[src/rtl/fmseq_pkg.sv]
package fmseq_pkg;

    typedef enum logic [1:0] {
        CLK_HIGH = 2'd0,
        CLK_MED  = 2'd1,
        CLK_SUB  = 2'd2,
        CLK_RSVD = 2'd3
    } clk_mode_e;

    typedef enum logic [2:0] {
        ST_IDLE   = 3'd0,
        ST_INSTR  = 3'd1,
        ST_SETTLE = 3'd2,
        ST_VECTOR = 3'd3,
        ST_FINISH = 3'd4
    } seq_state_e;

    typedef enum logic [1:0] {
        ENTRY_FROM_MED = 2'd0,
        ENTRY_FROM_SUB = 2'd1,
        ENTRY_BAD      = 2'd2
    } entry_e;

    localparam int unsigned SETTLE_MAX = 131072;

    // settling wait in high-speed states per code
    function automatic logic [17:0] settle_states(input logic [2:0] code);
        logic [17:0] r;
        unique case (code)
            3'd0: r = 18'd8192;
            3'd1: r = 18'd16384;
            3'd2: r = 18'd32768;
            3'd3: r = 18'd65536;
            3'd4: r = 18'd131072;
            3'd5: r = 18'd1024;
            3'd6: r = 18'd128;
            default: r = 18'd16;
        endcase
        return r;
    endfunction

endpackage

[src/rtl/fmseq_entry_decode.sv]
module fmseq_entry_decode
    import fmseq_pkg::*;
(
    input  clk_mode_e mode,
    input  logic      standby,
    input  logic      low_on,
    input  logic      med_on,
    input  logic      direct,
    input  logic      timer_en,
    output entry_e    kind
);
    logic common_ok;

    always_comb begin
        common_ok = !low_on && !med_on && direct;
        kind      = ENTRY_BAD;
        unique case (mode)
            CLK_MED: if (common_ok && !standby)            kind = ENTRY_FROM_MED;
            CLK_SUB: if (common_ok && standby && timer_en) kind = ENTRY_FROM_SUB;
            default: kind = ENTRY_BAD;
        endcase
    end
endmodule

[src/rtl/fmseq_phase_timer.sv]
module fmseq_phase_timer #(
    parameter int W = 20
) (
    input  logic         clk,
    input  logic         rst_n,
    input  logic         load,
    input  logic [W-1:0] load_val,
    output logic         expired
);
    logic [W-1:0] cnt_q;

    always_ff @(posedge clk) begin
        if (!rst_n)              cnt_q <= '0;
        else if (load)           cnt_q <= load_val;
        else if (cnt_q != '0)    cnt_q <= cnt_q - 1'b1;
    end

    assign expired = (cnt_q == '0);
endmodule

[src/rtl/fmseq_elapsed.sv]
module fmseq_elapsed #(
    parameter int W = 20
) (
    input  logic         clk,
    input  logic         rst_n,
    input  logic         clear,
    input  logic         inc,
    output logic [W-1:0] value
);
    always_ff @(posedge clk) begin
        if (!rst_n)                    value <= '0;
        else if (clear)                value <= '0;
        else if (inc && (value != '1)) value <= value + 1'b1;
    end
endmodule

[src/rtl/fmseq_top.sv]
module fmseq_top
    import fmseq_pkg::*;
#(
    parameter int HIGH_STATE_OSC    = 2,
    parameter int MED_STATE_OSC     = 16,
    parameter int SUB_STATE_OSC     = 64,
    parameter int SLEEP_EXEC_STATES = 2,
    parameter int INTERNAL_STATES   = 1,
    parameter int VECTOR_STATES     = 14,
    parameter int ELAPSED_W         = 20
) (
    input  logic                 clk,
    input  logic                 rst_n,
    input  logic                 sleep_req,
    input  logic                 cfg_standby,
    input  logic                 cfg_low_on,
    input  logic                 cfg_med_on,
    input  logic                 cfg_direct,
    input  logic                 cfg_timer_en,
    input  logic [2:0]           cfg_wait_code,
    input  logic                 mode_set,
    input  logic [1:0]           mode_set_val,
    output logic [1:0]           clk_sel,
    output logic                 cpu_stall,
    output logic                 done_pulse,
    output logic                 unsupported,
    output logic [ELAPSED_W-1:0] elapsed
);
    localparam int PRE_STATES  = SLEEP_EXEC_STATES + INTERNAL_STATES;
    localparam int MAX_PRE_OSC = (MED_STATE_OSC > SUB_STATE_OSC) ? MED_STATE_OSC : SUB_STATE_OSC;
    localparam int MAX_PHASE_A = PRE_STATES * MAX_PRE_OSC;
    localparam int MAX_PHASE_B = SETTLE_MAX * HIGH_STATE_OSC;
    localparam int MAX_PHASE   = (MAX_PHASE_A > MAX_PHASE_B) ? MAX_PHASE_A : MAX_PHASE_B;
    localparam int TIMER_W     = $clog2(MAX_PHASE + 1);

    seq_state_e   state_q, state_d;
    clk_mode_e    mode_q, mode_d;
    entry_e       path_q, path_d, kind;
    logic [2:0]   wait_q, wait_d;
    logic         unsup_q, unsup_d;
    logic         tmr_load, tmr_expired, cnt_clear;
    logic [TIMER_W-1:0] tmr_val, pre_osc;

    fmseq_entry_decode u_decode (
        .mode     (mode_q),
        .standby  (cfg_standby),
        .low_on   (cfg_low_on),
        .med_on   (cfg_med_on),
        .direct   (cfg_direct),
        .timer_en (cfg_timer_en),
        .kind     (kind)
    );

    fmseq_phase_timer #(.W(TIMER_W)) u_timer (
        .clk      (clk),
        .rst_n    (rst_n),
        .load     (tmr_load),
        .load_val (tmr_val),
        .expired  (tmr_expired)
    );

    fmseq_elapsed #(.W(ELAPSED_W)) u_elapsed (
        .clk   (clk),
        .rst_n (rst_n),
        .clear (cnt_clear),
        .inc   (cpu_stall),
        .value (elapsed)
    );

    // next-state logic
    always_comb begin
        state_d   = state_q;
        mode_d    = mode_q;
        path_d    = path_q;
        wait_d    = wait_q;
        unsup_d   = 1'b0;
        tmr_load  = 1'b0;
        tmr_val   = '0;
        cnt_clear = 1'b0;
        pre_osc   = (mode_q == CLK_SUB) ? TIMER_W'(SUB_STATE_OSC) : TIMER_W'(MED_STATE_OSC);
        unique case (state_q)
            ST_IDLE: begin
                if (sleep_req) begin
                    if (kind == ENTRY_BAD) begin
                        unsup_d = 1'b1;
                    end else begin
                        state_d   = ST_INSTR;
                        path_d    = kind;
                        wait_d    = cfg_wait_code;
                        tmr_load  = 1'b1;
                        tmr_val   = TIMER_W'(PRE_STATES) * pre_osc - TIMER_W'(1);
                        cnt_clear = 1'b1;
                    end
                end else if (mode_set && (mode_set_val != CLK_RSVD)) begin
                    mode_d = clk_mode_e'(mode_set_val);
                end
            end
            ST_INSTR: begin
                if (tmr_expired) begin
                    mode_d   = CLK_HIGH;
                    tmr_load = 1'b1;
                    if (path_q == ENTRY_FROM_SUB) begin
                        state_d = ST_SETTLE;
                        tmr_val = TIMER_W'(settle_states(wait_q)) * TIMER_W'(HIGH_STATE_OSC)
                                  - TIMER_W'(1);
                    end else begin
                        state_d = ST_VECTOR;
                        tmr_val = TIMER_W'((VECTOR_STATES - 1) * HIGH_STATE_OSC - 1);
                    end
                end
            end
            ST_SETTLE: begin
                if (tmr_expired) begin
                    state_d  = ST_VECTOR;
                    tmr_load = 1'b1;
                    tmr_val  = TIMER_W'((VECTOR_STATES - 1) * HIGH_STATE_OSC - 1);
                end
            end
            ST_VECTOR: begin
                if (tmr_expired) begin
                    state_d  = ST_FINISH;
                    tmr_load = 1'b1;
                    tmr_val  = TIMER_W'(HIGH_STATE_OSC - 1);
                end
            end
            ST_FINISH: begin
                if (tmr_expired) state_d = ST_IDLE;
            end
            default: state_d = ST_IDLE;
        endcase
    end

    // state register
    always_ff @(posedge clk) begin
        if (!rst_n) begin
            state_q <= ST_IDLE;
            mode_q  <= CLK_HIGH;
            path_q  <= ENTRY_FROM_MED;
            wait_q  <= 3'd0;
            unsup_q <= 1'b0;
        end else begin
            state_q <= state_d;
            mode_q  <= mode_d;
            path_q  <= path_d;
            wait_q  <= wait_d;
            unsup_q <= unsup_d;
        end
    end

    // outputs
    always_comb begin
        clk_sel     = mode_q;
        cpu_stall   = (state_q != ST_IDLE);
        done_pulse  = (state_q == ST_FINISH);
        unsupported = unsup_q;
    end
endmodule

[config.mk]
export PLATFORM = sky130hd
export DESIGN_NAME = fmseq_top
export DESIGN_NICKNAME = d
export VERILOG_FILES = /design/src/rtl/fmseq_pkg.sv /design/src/rtl/fmseq_entry_decode.sv /design/src/rtl/fmseq_phase_timer.sv /design/src/rtl/fmseq_elapsed.sv /design/src/rtl/fmseq_top.sv
export SDC_FILE = /design/constraint.sdc
export NUM_CORES = 1
export LEC_CHECK = 0
export ABC_AREA = 1
export BUFFER_PORTS_ARGS = -buffer_cell sky130_fd_sc_hd__buf_2
export CAP_MARGIN = 20
export CORE_MARGIN = 1.5
export CORE_UTILIZATION = 59
export CTS_BUF_LIST = sky130_fd_sc_hd__clkbuf_16
export CTS_CLUSTER_DIAMETER = 80
export DETAILED_ROUTE_END_ITERATION = 12
export PLACE_DENSITY_LB_ADDON = 0.05
export SYNTH_ARGS = -nofsm -noshare
export SYNTH_HDL_FRONTEND = slang
export SYNTH_HIERARCHICAL = 1
export SYNTH_SLANG_ARGS = --single-unit
[constraint.sdc]
create_clock -name clk -period 2.8 [get_ports clk]
set_input_delay 0 -clock clk [delete_from_list [all_inputs] [get_ports clk]]
set_output_delay 0 -clock clk [all_outputs]
set_load 0.01 [all_outputs]
==> impl_metrics.ini, run 1 <==
[critical_path]
crit_start = u_timer/cnt_q[0]
endpoint = u_timer/cnt_q[3]
rr_worst_depth = 12
path_depth = 12
required_ns = 2.99
worstPathCellList = inv_1 -> ha_1 -> nand2_2 -> nor2_4 -> nand4_2 -> nor2_2 -> nand2_1 -> nand3_1 -> inv_2 -> nand4_2 -> inv_2 -> a211oi_1
r2r_end = u_timer/cnt_q[3]
start_kind = register
crit_buf_inv = 3
cp.arrival_ns = 2.64
cp_top_family = simple AND/OR/NAND/NOR gates
crit_path_end_kind = register
path_max_fanout = 14
r2r_start = u_timer/cnt_q[0]
crit_slowest_cell = nor2_2
r2r_slack_ns = 0.35
slowest_delay_ns = 0.34
worstSetupPathType = register to register

[drt]
avgViaCountPerCell = 5.127
vias = 3348
drt_iter0_drc = 167
drcViolationCount = 0
wl_microns = 7806
first_pass_iters = 4
ant_nets = 0
avgRoutedWirePerCell_microns = 11.95

[synthesis]
synth-edff-count = 0
syn_nets = 557
synthCells = 538
yosysUniqueCellTypes = 36
yosysTopAreaCell = dfxtp_1
synth-main-ff-cell = dfxtp_1
ys_top_cells_by_area = dfxtp_1, nand2_1, nor2_1, nand3_1, inv_1
yosysTopAreaCellShare_pct = 29.61
avgSynthCellArea_sq_um = 6.284
yosysSeqAreaShare_pct = 29.61
synth_area_sq_mm = 0.003381
async_flop_share_pct = 0
ys_warn_count = 6
synth_seq_cells = 50

[layout]
diodes = 0
area_growth_pct = 12.95
fillers = 485
drive_above_1_share_pct = 17.38
nets = 599
final-seq-area_sq_mm = 0.001001
fin_util_pct = 69.35
multi_input_area_sq_mm = 0.002074

[timing]
fmax_ghz = 0.4078
worst_pin_slew_ns = 0.5505
holdWs_ns = 0.02859
relSlewSlack_pct = 63.26
maxSlewViolCount = 0
skew_ns = 0.005602
rsz0062_at_grt = no
timing.final.ws_setup_ns = 0.3479
tns_ns = 0
min_period_ns = 2.452
setup_viol_count_final = 0
finalHoldViolations = 0
period_share_pct = 87.57

[floorplanning]
initial_core_util_pct = 61.40
die-area_sq_mm = 0.006193
die_w_microns = 78.70
fp.dieH_microns = 78.70
io_pins = 39
rows = 27
core_sq_mm = 0.005507

[clock_tree]
cts.sinks = 50
cts-resized-gates = 0
clk_pin_slew_ns = 0.07
cts_made_buffers = 5
htree_levels = 2
clk_latency_ns = 0.29
cts_setup_buffers = 0
root_buffer = clkbuf_16
clockBufferDepth = 2
tritoncts = built

[grt]
grt_max_degree = 24
overflow = 0
antenna_found_initial = 0
grt_pass1_wl_microns = 13730
grt_pass1_vias = 3212
track_usage_pct = 27.24

[placed_design]
place.gp.congestion = 0.9258
place_ws_ns = 0.3451
io_buffers = 38
dp_hpwl_microns = 5922

[power]
leakagePower_nw = 1.851
p_per_area_mw_per_mm2 = 1021
finalPower_mw = 3.897
ir_drop_mv = 0.5051

[outcome]
status = completed

[worst_hold_path]
hold_class = input port to register
hp-start = sleep_req
whs_path_depth = 3

[run]
maxCapViolCount = 0
## layout make-up
class                      instances  area share (%)
multi-input combinational        415           54.33
sequential                        50           26.21
timing repair buffer              45           6.553
inverter                          63           6.193
clock buffer                       5           3.277
tap                               72           2.359
clock inverter                     3           1.081
## sequential cells by signal, summed over array words and instances, names as in the netlist
| name | flops |
|---|---|
| u_elapsed/value | 20 |
| clk_sel | 2 |
| unsupported | 1 |
| state_q | 3 |
| path_q | 2 |
| u_timer/cnt_q | 19 |
| wait_q | 3 |
## routing by layer
layer	vias up	GRT usage, %	part of all wire, %
met5	-	0	0
met4	0	10.71	2.4
met3	16	5.172	3.7
met2	65	48.19	48
met1	1503	32.36	46
li1	1764	-	-
## report_power, final
group / switching [mW] / leakage, nW / internal, mW
sequential: 0.193 / 0.407 / 0.897
combinational: 1.40 / 1.36 / 0.722
clock: 0.268 / 0.0812 / 0.419
total: 1.86 / 1.85 / 2.04
## synth_stat cells, types with 2 or more instances
master and n:
nor2_8 3, xnor2_1 3, inv_1 53, nand3_2 4, ha_1 5, nand3b_1 3
xor2_1 4, nand3_4 2, nor2_4 9, nor3_1 4, inv_2 10, dfxtp_1 50
clkbuf_1 2, nand2_4 4, a211oi_1 3, o21ai_2 2, buf_6 3, nand4_2 2
nor2_2 6, nand2_2 6, o21ai_0 14, nand2_1 162, a21oi_2 2, nand3_1 45
nor2_1 97, nand4_1 5, buf_2 4, a21oi_1 23
## worst min-delay path by stage
stage	endpoint	slack, ns
6_report	unsupported	0.03
5_1_grt	unsupported	0.05
4_1_cts	unsupported	0.02
3_5_place_dp	wait_q[1]	0.23
3_3_place_gp	wait_q[0]	0.23
2_1_floorplan	state_q[1]	0.1
## worst reg2reg max path: cells and delay by family (launching register included)
kind | cells | cell delay, ns
compound gates | 1 | 0.23
fa+ha+maj | 1 | 0.22
buf+inv | 3 | 0.30
flops | 1 | 0.32
simple gates | 7 | 1.28
## cell usage in the layout, fill, tap and decap left out, types with 6 or more instances in the layout
cell type    n
inv_1       54
dfxtp_1     50
nor2_4       9
nand2_1    162
buf_2       38
nor2_1      97
inv_2       10
nand3_1     45
a21oi_1     23
nor2_2       6
o21ai_0     14
nand2_2      6
## metrics by stage
step / std cells / area (sq um)
after floorplan: 538 / 3381
after global placement: 641 / 3615
after detailed placement: 641 / 3615
after CTS: 652 / 3811
after global routing: 653 / 3819
final: 653 / 3819
## timing repair
| action | CTS | global route |
|---|---|---|
| hold buffers | 3 | 0 |
| endpoints found under the setup margin | 0 | 0 |
| endpoints found under the hold margin | 3 | 0 |
## kinds of logic after synthesis
| group | share of synthesized area [%] |
|---|---|
| simple gates | 49.30 |
| buf+inv | 9.031 |
| flops | 29.61 |
| compound gates | 8.290 |
| xor+xnor | 1.814 |
| fa+ha+maj | 1.850 |
| other cells | 0.1109 |
Note: power is estimated with default switching activity, not from simulation.
==> inputs of run 2 (changes only) <==
--- a/config.mk
+++ b/config.mk
@@ -8,7 +8,7 @@
 export ABC_AREA = 1
 export BUFFER_PORTS_ARGS = -buffer_cell sky130_fd_sc_hd__buf_2
 export CAP_MARGIN = 20
-export CORE_MARGIN = 1.5
+export CORE_MARGIN = 8
 export CORE_UTILIZATION = 59
 export CTS_BUF_LIST = sky130_fd_sc_hd__clkbuf_16
 export CTS_CLUSTER_DIAMETER = 80
==> run 2 against run 1 <==
Compared with the run above: via count fell by 0.75%; count of clock-buffer cells in the layout is the same; sequential share of layout area increased by 0.078 points; die area is 36% higher; utilization shrank 0.20 points; worst hold slack improved by 0.0072 ns; cell count down 0.15%; register-to-register slack got worse by 0.08 ns; power decreased by 0.55%; worst setup slack worse by 0.082 ns; design area down 0.29%; combinational power is essentially flat; critical endpoint unchanged; largest cell class unchanged.
==> impl_metrics.ini, run 2 (synthesized netlist as in run 1, its figures left out) <==
[timing]
period_share_pct = 90.50
finalHoldViolations = 0
relSlewSlack_pct = 28.33
fmax_ghz = 0.3946
setup_viol_count_final = 0
worst_pin_slew_ns = 1.071
maxSlewViolCount = 0
holdWs_ns = 0.03580
rsz0062_at_grt = no
tns_ns = 0
skew_ns = 0.002456
min_period_ns = 2.534

[drt]
ant_nets = 0
first_pass_iters = 5
avgViaCountPerCell = 5.097
wl_microns = 7927
vias = 3323
drt_iter0_drc = 182
avgRoutedWirePerCell_microns = 12.16
drcViolationCount = 0

[grt]
overflow = 0
antenna_found_initial = 0
grt_pass1_vias = 3267
grt_max_degree = 20
grt_pass1_wl_microns = 14290
track_usage_pct = 19.69

[critical_path]
start_kind = register
rr_worst_depth = 12
worstSetupPathType = register to register
path_max_fanout = 14
cp.arrival_ns = 2.71
required_ns = 2.98
crit_path_end_kind = register

[outcome]
status = completed

[floorplanning]
fp.dieH_microns = 91.70
io_pins = 39
rows = 27
die_w_microns = 91.70
initial_core_util_pct = 61.40
core_sq_mm = 0.005507
die-area_sq_mm = 0.008408

[placed_design]
dp_hpwl_microns = 6174
io_buffers = 38
postPlaceCellArea_sq_mm = 0.003615
place.gp.congestion = 0.8504

[clock_tree]
tritoncts = built
htree_levels = 2
clk_pin_slew_ns = 0.06
cts-resized-gates = 0
root_buffer = clkbuf_16
clk_latency_ns = 0.28
cts_made_buffers = 5
clockBufferDepth = 2
cts.sinks = 50
cts_setup_buffers = 0

[layout]
final_cell_mix = nand2_1, nor2_1, inv_1
largest_reg_flops = 20
nets = 598
largest_register = u_elapsed/value
fin_util_pct = 69.14
area_growth_pct = 12.62
diodes = 0
layout_commonest_cell = nand2_1
top_regs = u_elapsed/value (20), u_timer/cnt_q (19)
finalInstanceArea_sq_mm = 0.003807
drive_above_1_share_pct = 17.07

[run]
maxCapViolCount = 0

[power]
leakagePower_nw = 1.851
p_per_area_mw_per_mm2 = 1018
ir_drop_mv = 0.5386

[worst_hold_path]
whs_path_depth = 3
hold_class = input port to register
-- run 2: cell types whose count changed in the layout (fill, tap and decap cells not counted), sizes merged --
cell      previous run  this run
inv                 64        65
buf                 42        41
clkinvlp             1         0
-- run 2: metrics by stage --
stage	setup WS [ns]	power [mW]	instances
6_report	0.2659	3.876	652
3_3_place_gp	0.4640	3.144	641
5_1_grt	0.02038	4.252	652
3_5_place_dp	0.3643	3.204	641
2_1_floorplan	0.5886	2.781	538
4_1_cts	0.2622	3.894	652
-- run 2: cell type report --
cell class / instances / area (sq um)
timing repair buffer: 44 / 242.7
clock buffer: 5 / 125.1
clock inverter: 3 / 37.54
sequential: 50 / 1001
tap: 72 / 90.09
fill: 500 / 1699
inverter: 63 / 236.5
multi-input combinational: 415 / 2074
-- run 2: what timing repair did --
action,CTS,global route
endpoints found under the hold margin,3,0
hold buffers,3,0
endpoints found under the setup margin,0,0
-- run 2: power breakdown --
group          switching [mW]  leakage [nW]  internal, mW
sequential              0.188         0.407         0.898
clock                   0.251        0.0864         0.415
combinational            1.40          1.36         0.720
total                    1.84          1.85          2.03
-- run 2: path summary, 6_finish.rpt --
| check | start | to | slack, ns |
|---|---|---|---|
| worst max-delay path | u_timer/cnt_q[0] | u_timer/cnt_q[3] | 0.27 |
| worst min-delay path | sleep_req | unsupported | 0.04 |
| worst max register to register | u_timer/cnt_q[0] | u_timer/cnt_q[3] | 0.27 |
| worst min register to register | path_q[0] | path_q[0] | 0.47 |
-- run 2: critical path: stages (launching register included) --
cell	delay [ns]
dfxtp_1	0.33
inv_1	0.13
ha_1	0.22
nand2_2	0.09
nor2_4	0.14
nand4_2	0.11
nor2_2	0.31
nand2_1	0.17
nand3_1	0.23
inv_2	0.07
nand4_2	0.27
inv_2	0.11
a211oi_1	0.25
-- run 2: layer usage --
layer  wire length (microns)  track usage [%]
met5                       0                0
met4                     104            4.966
met3                     275            2.689
met2                    3963            36.43
met1                    3584            23.17
